**src/rtl/tx_packer_pkg.sv**
```systemverilog
package tx_packer_pkg;

  // Default geometry: four byte lanes in a 32-bit word.
  localparam int unsigned PK_LANES  = 4;
  localparam int unsigned PK_BYTE_W = 8;

  // Frame flags carried alongside each packed word.
  typedef struct packed {
    logic sop;
    logic eop;
  } frame_flags_t;

endpackage

```
**src/rtl/tx_packer_gather.sv**
```systemverilog
module tx_packer_gather #(
  parameter int unsigned LANES  = tx_packer_pkg::PK_LANES,
  parameter int unsigned BYTE_W = tx_packer_pkg::PK_BYTE_W,
  localparam int unsigned IDX_W  = $clog2(LANES),
  localparam int unsigned WORD_W = LANES * BYTE_W
) (
  input  logic                        clk,
  input  logic                        rst,
  input  logic                        take,
  input  logic [BYTE_W-1:0]           byte_in,
  input  logic                        sof_in,
  input  logic                        last_in,
  output logic                        word_done,
  output logic [WORD_W-1:0]           word_data,
  output tx_packer_pkg::frame_flags_t word_flags,
  output logic [IDX_W-1:0]            word_be
);

  logic [IDX_W-1:0] idx_q;
  logic             sop_pend_q;
  logic [IDX_W-1:0] idx_eff;

  // A start marker always places its byte in lane 0.
  assign idx_eff = sof_in ? '0 : idx_q;

  // Lanes 0 .. LANES-2 are stored; the last lane comes straight from the input.
  logic [BYTE_W-1:0] lane_q [LANES-1];

  for (genvar l = 0; l < LANES; l++) begin : g_lane
    localparam int unsigned HI = WORD_W - 1 - l * BYTE_W;
    if (l < LANES - 1) begin : g_stored
      always_ff @(posedge clk) begin
        if (take && (idx_eff == IDX_W'(l))) begin
          lane_q[l] <= byte_in;
        end
      end
      always_comb begin
        if (idx_eff == IDX_W'(l)) begin
          word_data[HI -: BYTE_W] = byte_in;
        end else if (IDX_W'(l) < idx_eff) begin
          word_data[HI -: BYTE_W] = lane_q[l];
        end else begin
          word_data[HI -: BYTE_W] = '0;
        end
      end
    end else begin : g_tail
      always_comb begin
        word_data[HI -: BYTE_W] = (idx_eff == IDX_W'(l)) ? byte_in : '0;
      end
    end
  end

  assign word_done      = take && (last_in || (idx_eff == IDX_W'(LANES - 1)));
  assign word_flags.sop = sop_pend_q || sof_in;
  assign word_flags.eop = last_in;
  // Count of valid bytes modulo the lane count: a full word wraps to zero.
  assign word_be        = last_in ? (idx_eff + IDX_W'(1)) : '0;

  always_ff @(posedge clk) begin
    if (rst) begin
      idx_q      <= '0;
      sop_pend_q <= 1'b1;
    end else if (take) begin
      if (word_done) begin
        idx_q      <= '0;
        sop_pend_q <= last_in;
      end else begin
        idx_q      <= idx_eff + IDX_W'(1);
        sop_pend_q <= sop_pend_q || sof_in;
      end
    end
  end

endmodule

```
**src/rtl/tx_packer_hold.sv**
```systemverilog
module tx_packer_hold #(
  parameter int unsigned LANES  = tx_packer_pkg::PK_LANES,
  parameter int unsigned BYTE_W = tx_packer_pkg::PK_BYTE_W,
  localparam int unsigned IDX_W  = $clog2(LANES),
  localparam int unsigned WORD_W = LANES * BYTE_W
) (
  input  logic                        clk,
  input  logic                        rst,
  input  logic                        load,
  input  logic [WORD_W-1:0]           load_data,
  input  tx_packer_pkg::frame_flags_t load_flags,
  input  logic [IDX_W-1:0]            load_be,
  input  logic                        allow,
  output logic                        full,
  output logic [WORD_W-1:0]           held_data,
  output tx_packer_pkg::frame_flags_t held_flags,
  output logic [IDX_W-1:0]            held_be
);

  always_ff @(posedge clk) begin
    if (rst) begin
      full       <= 1'b0;
      held_data  <= '0;
      held_flags <= '0;
      held_be    <= '0;
    end else if (load) begin
      full       <= 1'b1;
      held_data  <= load_data;
      held_flags <= load_flags;
      held_be    <= load_be;
    end else if (full && allow) begin
      full <= 1'b0;
    end
  end

endmodule

```
**src/rtl/tx_word_packer.sv**
```systemverilog
module tx_word_packer #(
  parameter int unsigned LANES  = tx_packer_pkg::PK_LANES,
  parameter int unsigned BYTE_W = tx_packer_pkg::PK_BYTE_W,
  localparam int unsigned IDX_W  = $clog2(LANES),
  localparam int unsigned WORD_W = LANES * BYTE_W
) (
  input  logic              clk,
  input  logic              rst,
  input  logic              byte_valid,
  output logic              byte_ready,
  input  logic [BYTE_W-1:0] byte_data,
  input  logic              byte_sof,
  input  logic              byte_eof,
  input  logic              mac_allow,
  output logic              word_wr,
  output logic [WORD_W-1:0] word_data,
  output logic              word_sop,
  output logic              word_eop,
  output logic [IDX_W-1:0]  word_be
);

  logic                        hold_v;
  logic                        take;
  logic                        done;
  logic [WORD_W-1:0]           asm_data;
  tx_packer_pkg::frame_flags_t asm_flags;
  logic [IDX_W-1:0]            asm_be;
  tx_packer_pkg::frame_flags_t out_flags;

  // A waiting word that drains this cycle frees the holding register.
  assign byte_ready = !hold_v || mac_allow;
  assign take       = byte_valid && byte_ready;

  tx_packer_gather #(.LANES(LANES), .BYTE_W(BYTE_W)) u_gather (
    .clk        (clk),
    .rst        (rst),
    .take       (take),
    .byte_in    (byte_data),
    .sof_in     (byte_sof),
    .last_in    (byte_eof),
    .word_done  (done),
    .word_data  (asm_data),
    .word_flags (asm_flags),
    .word_be    (asm_be)
  );

  tx_packer_hold #(.LANES(LANES), .BYTE_W(BYTE_W)) u_hold (
    .clk        (clk),
    .rst        (rst),
    .load       (done),
    .load_data  (asm_data),
    .load_flags (asm_flags),
    .load_be    (asm_be),
    .allow      (mac_allow),
    .full       (hold_v),
    .held_data  (word_data),
    .held_flags (out_flags),
    .held_be    (word_be)
  );

  assign word_wr  = hold_v && mac_allow;
  assign word_sop = out_flags.sop;
  assign word_eop = out_flags.eop;

endmodule

```
**config.mk**
```make
export PLATFORM = sky130hd
export DESIGN_NAME = tx_word_packer
export DESIGN_NICKNAME = d
export VERILOG_FILES = /design/src/rtl/tx_packer_pkg.sv /design/src/rtl/tx_packer_gather.sv /design/src/rtl/tx_packer_hold.sv /design/src/rtl/tx_word_packer.sv
export SDC_FILE = /design/constraint.sdc
export NUM_CORES = 1
export LEC_CHECK = 0
export BUFFER_PORTS_ARGS = -buffer_cell sky130_fd_sc_hd__buf_2
export CORE_ASPECT_RATIO = 1.75
export CORE_MARGIN = 4
export CORE_UTILIZATION = 54
export DETAILED_ROUTE_END_ITERATION = 8
export GPL_TIMING_DRIVEN = 0
export PLACE_DENSITY_LB_ADDON = 0.12
export SLEW_MARGIN = 40
export SYNTH_ARGS = -nofsm -noshare
export SYNTH_HDL_FRONTEND = slang
export SYNTH_SLANG_ARGS = --single-unit
```
**constraint.sdc**
```tcl
create_clock -name clk -period 2.5 [get_ports clk]
set_input_delay 0.625 -clock clk [delete_from_list [all_inputs] [get_ports clk]]
set_output_delay 0.625 -clock clk [all_outputs]
set_load 0.01 [all_outputs]
```
==> impl_metrics.ini <==
[timing]
finalMaxSlewViolations = 0
worstMarginPinSlew_ps = 654
rsz0062_at_grt = no
finClkSkew_ps = 6.63
hold_viol = 0
finalCriticalPeriod_ps = 2330
slew-limit-headroom = 0.564
clock.fmax_mhz = 429
setup_viol = 0
period_share = 0.933

[detailed_routing]
wl_mm = 5.25
wl_per_cell_um = 17.1
vias = 1732
ant_nets = 0
drc = 0
drt_iter0_drc = 52
viasPerCell = 5.64
drtPass1Iterations = 4

[floorplan]
initial_core_util = 0.570
num_rows = 32
ios = 52
die_x_um = 60.0
core_area_um2 = 4480
die_area_um2 = 5940
die_h_um = 99.0

[synth]
yosysWarnings = 0
synthSimpleGateAreaFrac = 0.0773
synth_cell_types = 37
synth-seq-cells = 64
synthAdderAreaFrac = 0.0147
ys_seq_area_frac = 0.595
syn_area_um2 = 2560
syn_area_per_cell_um2 = 13.5
synth_compound_area_frac = 0.245
synth_mux_area_frac = 0.0313
syn_nets = 207
synth_cells = 190
synth_top_family_by_area = compound AO/OA/AOI/OAI gates
synth-xor-area-share = 0

[global_routing]
met1_usage = 0.241
grt_pass1_wl_mm = 8.37
grt_max_degree = 12
grt_usage = 0.192
grt.met2_usage = 0.293
grt-ovfl-total = 0
grt_pass1_vias = 1722
busiest_layer = met2
antenna_found_initial = 0
use_met3 = 0.0642

[cts]
path_clk_slew_ps = 70
ctsHoldBuffers = 0
cts_tree = yes
cts_inserted_buffers = 9
insertion_delay_ps = 340
cts_sinks = 64
htree_levels = 3
cts_root_buf = clkbuf_8
clockBufferDepth = 2

[power_and_ir_drop]
p_leak_nw = 1.26
powerDensity_nw_per_um2 = 699
peakVddDrop_mv = 0.494

[finish]
most-common-layout-cells = buf_2, dfxtp_1, edfxtp_1
final_area_um2 = 3090
antennaDiodeCount = 0
post-route-util = 0.688
final_layout_size_suffix_gt1_frac = 0.383
final_common_cell = buf_2
area_growth_syn_to_layout_pct = 20.7
nets = 268

[setup_path]
crit_required_ps = 2770
end_kind = flip-flop
worstSetupStartpointType = primary input
crit_start = byte_sof
r2r_start = u_gather.idx_q[1]
path_class = primary input to flip-flop
cp.arrival_ps = 2600
cp_max_fo = 11

[flow_run]
drv_cap = 0

[placement]
gp_congestion = 0.780
io_buffer_count = 50
placed_area_um2 = 2880
dp_hpwl_mm = 3.64

[status]
outcome = complete, no violations

[hold_path]
hp-class = flip-flop to flip-flop
worstHoldStart = u_hold.held_data[14]
-- metal layers --
metal,share of wire,wire length [µm],vias up
met5,0,0,-
met4,0.017,89,0
met3,0.049,256,8
met2,0.49,2560,45
met1,0.45,2340,822
li1,-,-,857
-- state kept, by name (all words and copies together), names as in the netlist --
register and flops:
u_hold.full 1, u_hold.held_be 2, u_hold.held_flags 2, u_gather.lane_q 24
u_gather.sop_pend_q 1, u_gather.idx_q 2, u_hold.held_data 32
-- critical path, cell delays in order --
cell	delay, ps
buf_2	120
nor2b_1	100
clkbuf_1	380
ha_1	370
nor2_1	110
or4_1	400
buf_2	200
buf_6	170
o2bb2ai_2	110
-- layout make-up --
type                    count  area [µm²]
plain buffers              14        76.3
well taps                  51        63.8
flip-flops and latches     64        1520
clock buffers              11         141
multi-input cells         107         958
fillers                   363        1400
repair buffers             50         250
clock inverters             5        56.3
inverters                   5        18.8
-- per-stage QoR --
step                hold WS [ps]  worst slack (ps)  TNS (ps)  std cells  power, mW
floorplan                    461               252         0        190       1.24
global placement             444              -258     -8070        291       1.30
detailed placement           444              -224     -7980        291       1.30
CTS                          462               131         0        307       2.17
global route                 481              12.9         0        307       2.25
finish                       463               168         0        307       2.16
-- Yosys cell counts --
| cell | count | share of area |
|---|---|---|
| a211oi_1 | 1 | 0.0029 |
| buf_1 | 1 | 0.0015 |
| inv_2 | 4 | 0.0059 |
| a22o_1 | 8 | 0.027 |
| buf_6 | 2 | 0.0088 |
| clkbuf_1 | 6 | 0.0088 |
| nand2b_1 | 1 | 0.0024 |
| nor2b_1 | 11 | 0.027 |
| o22ai_1 | 1 | 0.0024 |
| o21bai_1 | 1 | 0.0029 |
| nand4_1 | 2 | 0.0049 |
| and3b_1 | 2 | 0.0069 |
| nor3b_1 | 1 | 0.0029 |
| nor2_1 | 4 | 0.0059 |
| nor4_2 | 1 | 0.0049 |
| and3_1 | 3 | 0.0073 |
| nand3_1 | 2 | 0.0039 |
| edfxtp_1 | 24 | 0.28 |
| o21ai_0 | 2 | 0.0039 |
| dfxtp_1 | 40 | 0.31 |
| o2bb2ai_1 | 5 | 0.017 |
| a21boi_1 | 1 | 0.0029 |
| o2bb2ai_2 | 20 | 0.12 |
| nand2_1 | 1 | 0.0015 |
| a21oi_1 | 8 | 0.016 |
| or4_1 | 1 | 0.0029 |
| a22oi_1 | 14 | 0.041 |
| buf_2 | 4 | 0.0078 |
| buf_4 | 1 | 0.0029 |
| nor3_1 | 1 | 0.0020 |
| or2_1 | 1 | 0.0024 |
| o31ai_1 | 2 | 0.0059 |
| inv_1 | 1 | 0.0015 |
| mux2i_1 | 8 | 0.031 |
| a31oi_2 | 1 | 0.0049 |
| ha_1 | 3 | 0.015 |
| and2_1 | 1 | 0.0024 |
-- final timing paths --
check / endpoint / slack [ps] / cells past startpoint
worst max-delay path: u_hold.held_data[21] / 170 / 9
worst min-delay path: u_hold.held_data[14] / 460 / 1
worst max register to register: u_hold.held_data[21] / 210 / 8
worst min register to register: u_hold.held_data[14] / 460 / 1
-- logic make-up (layout without fill, tap and decap cells) --
group,after synthesis,in the layout
adders and majority gates,3,3
and+or+nand+nor,32,32
AOI/OAI and AO/OA,64,64
muxes,8,8
DFF,64,64
buffers and inverters,19,85
-- repair_timing --
item / 4_1_cts / 5_1_grt
setup endpoints to repair: 0 / 1
gates resized for setup: 0 / 1
buffers inserted: 0 / 0
-- report_power, final --
| part | switching, mW | leakage (nW) | internal [mW] |
|---|---|---|---|
| registers | 0.0116 | 0.546 | 1.11 |
| clock network | 0.395 | 0.0993 | 0.486 |
| logic | 0.0997 | 0.618 | 0.0555 |
| total | 0.506 | 1.26 | 1.65 |
(Power assumes the default switching activity.)
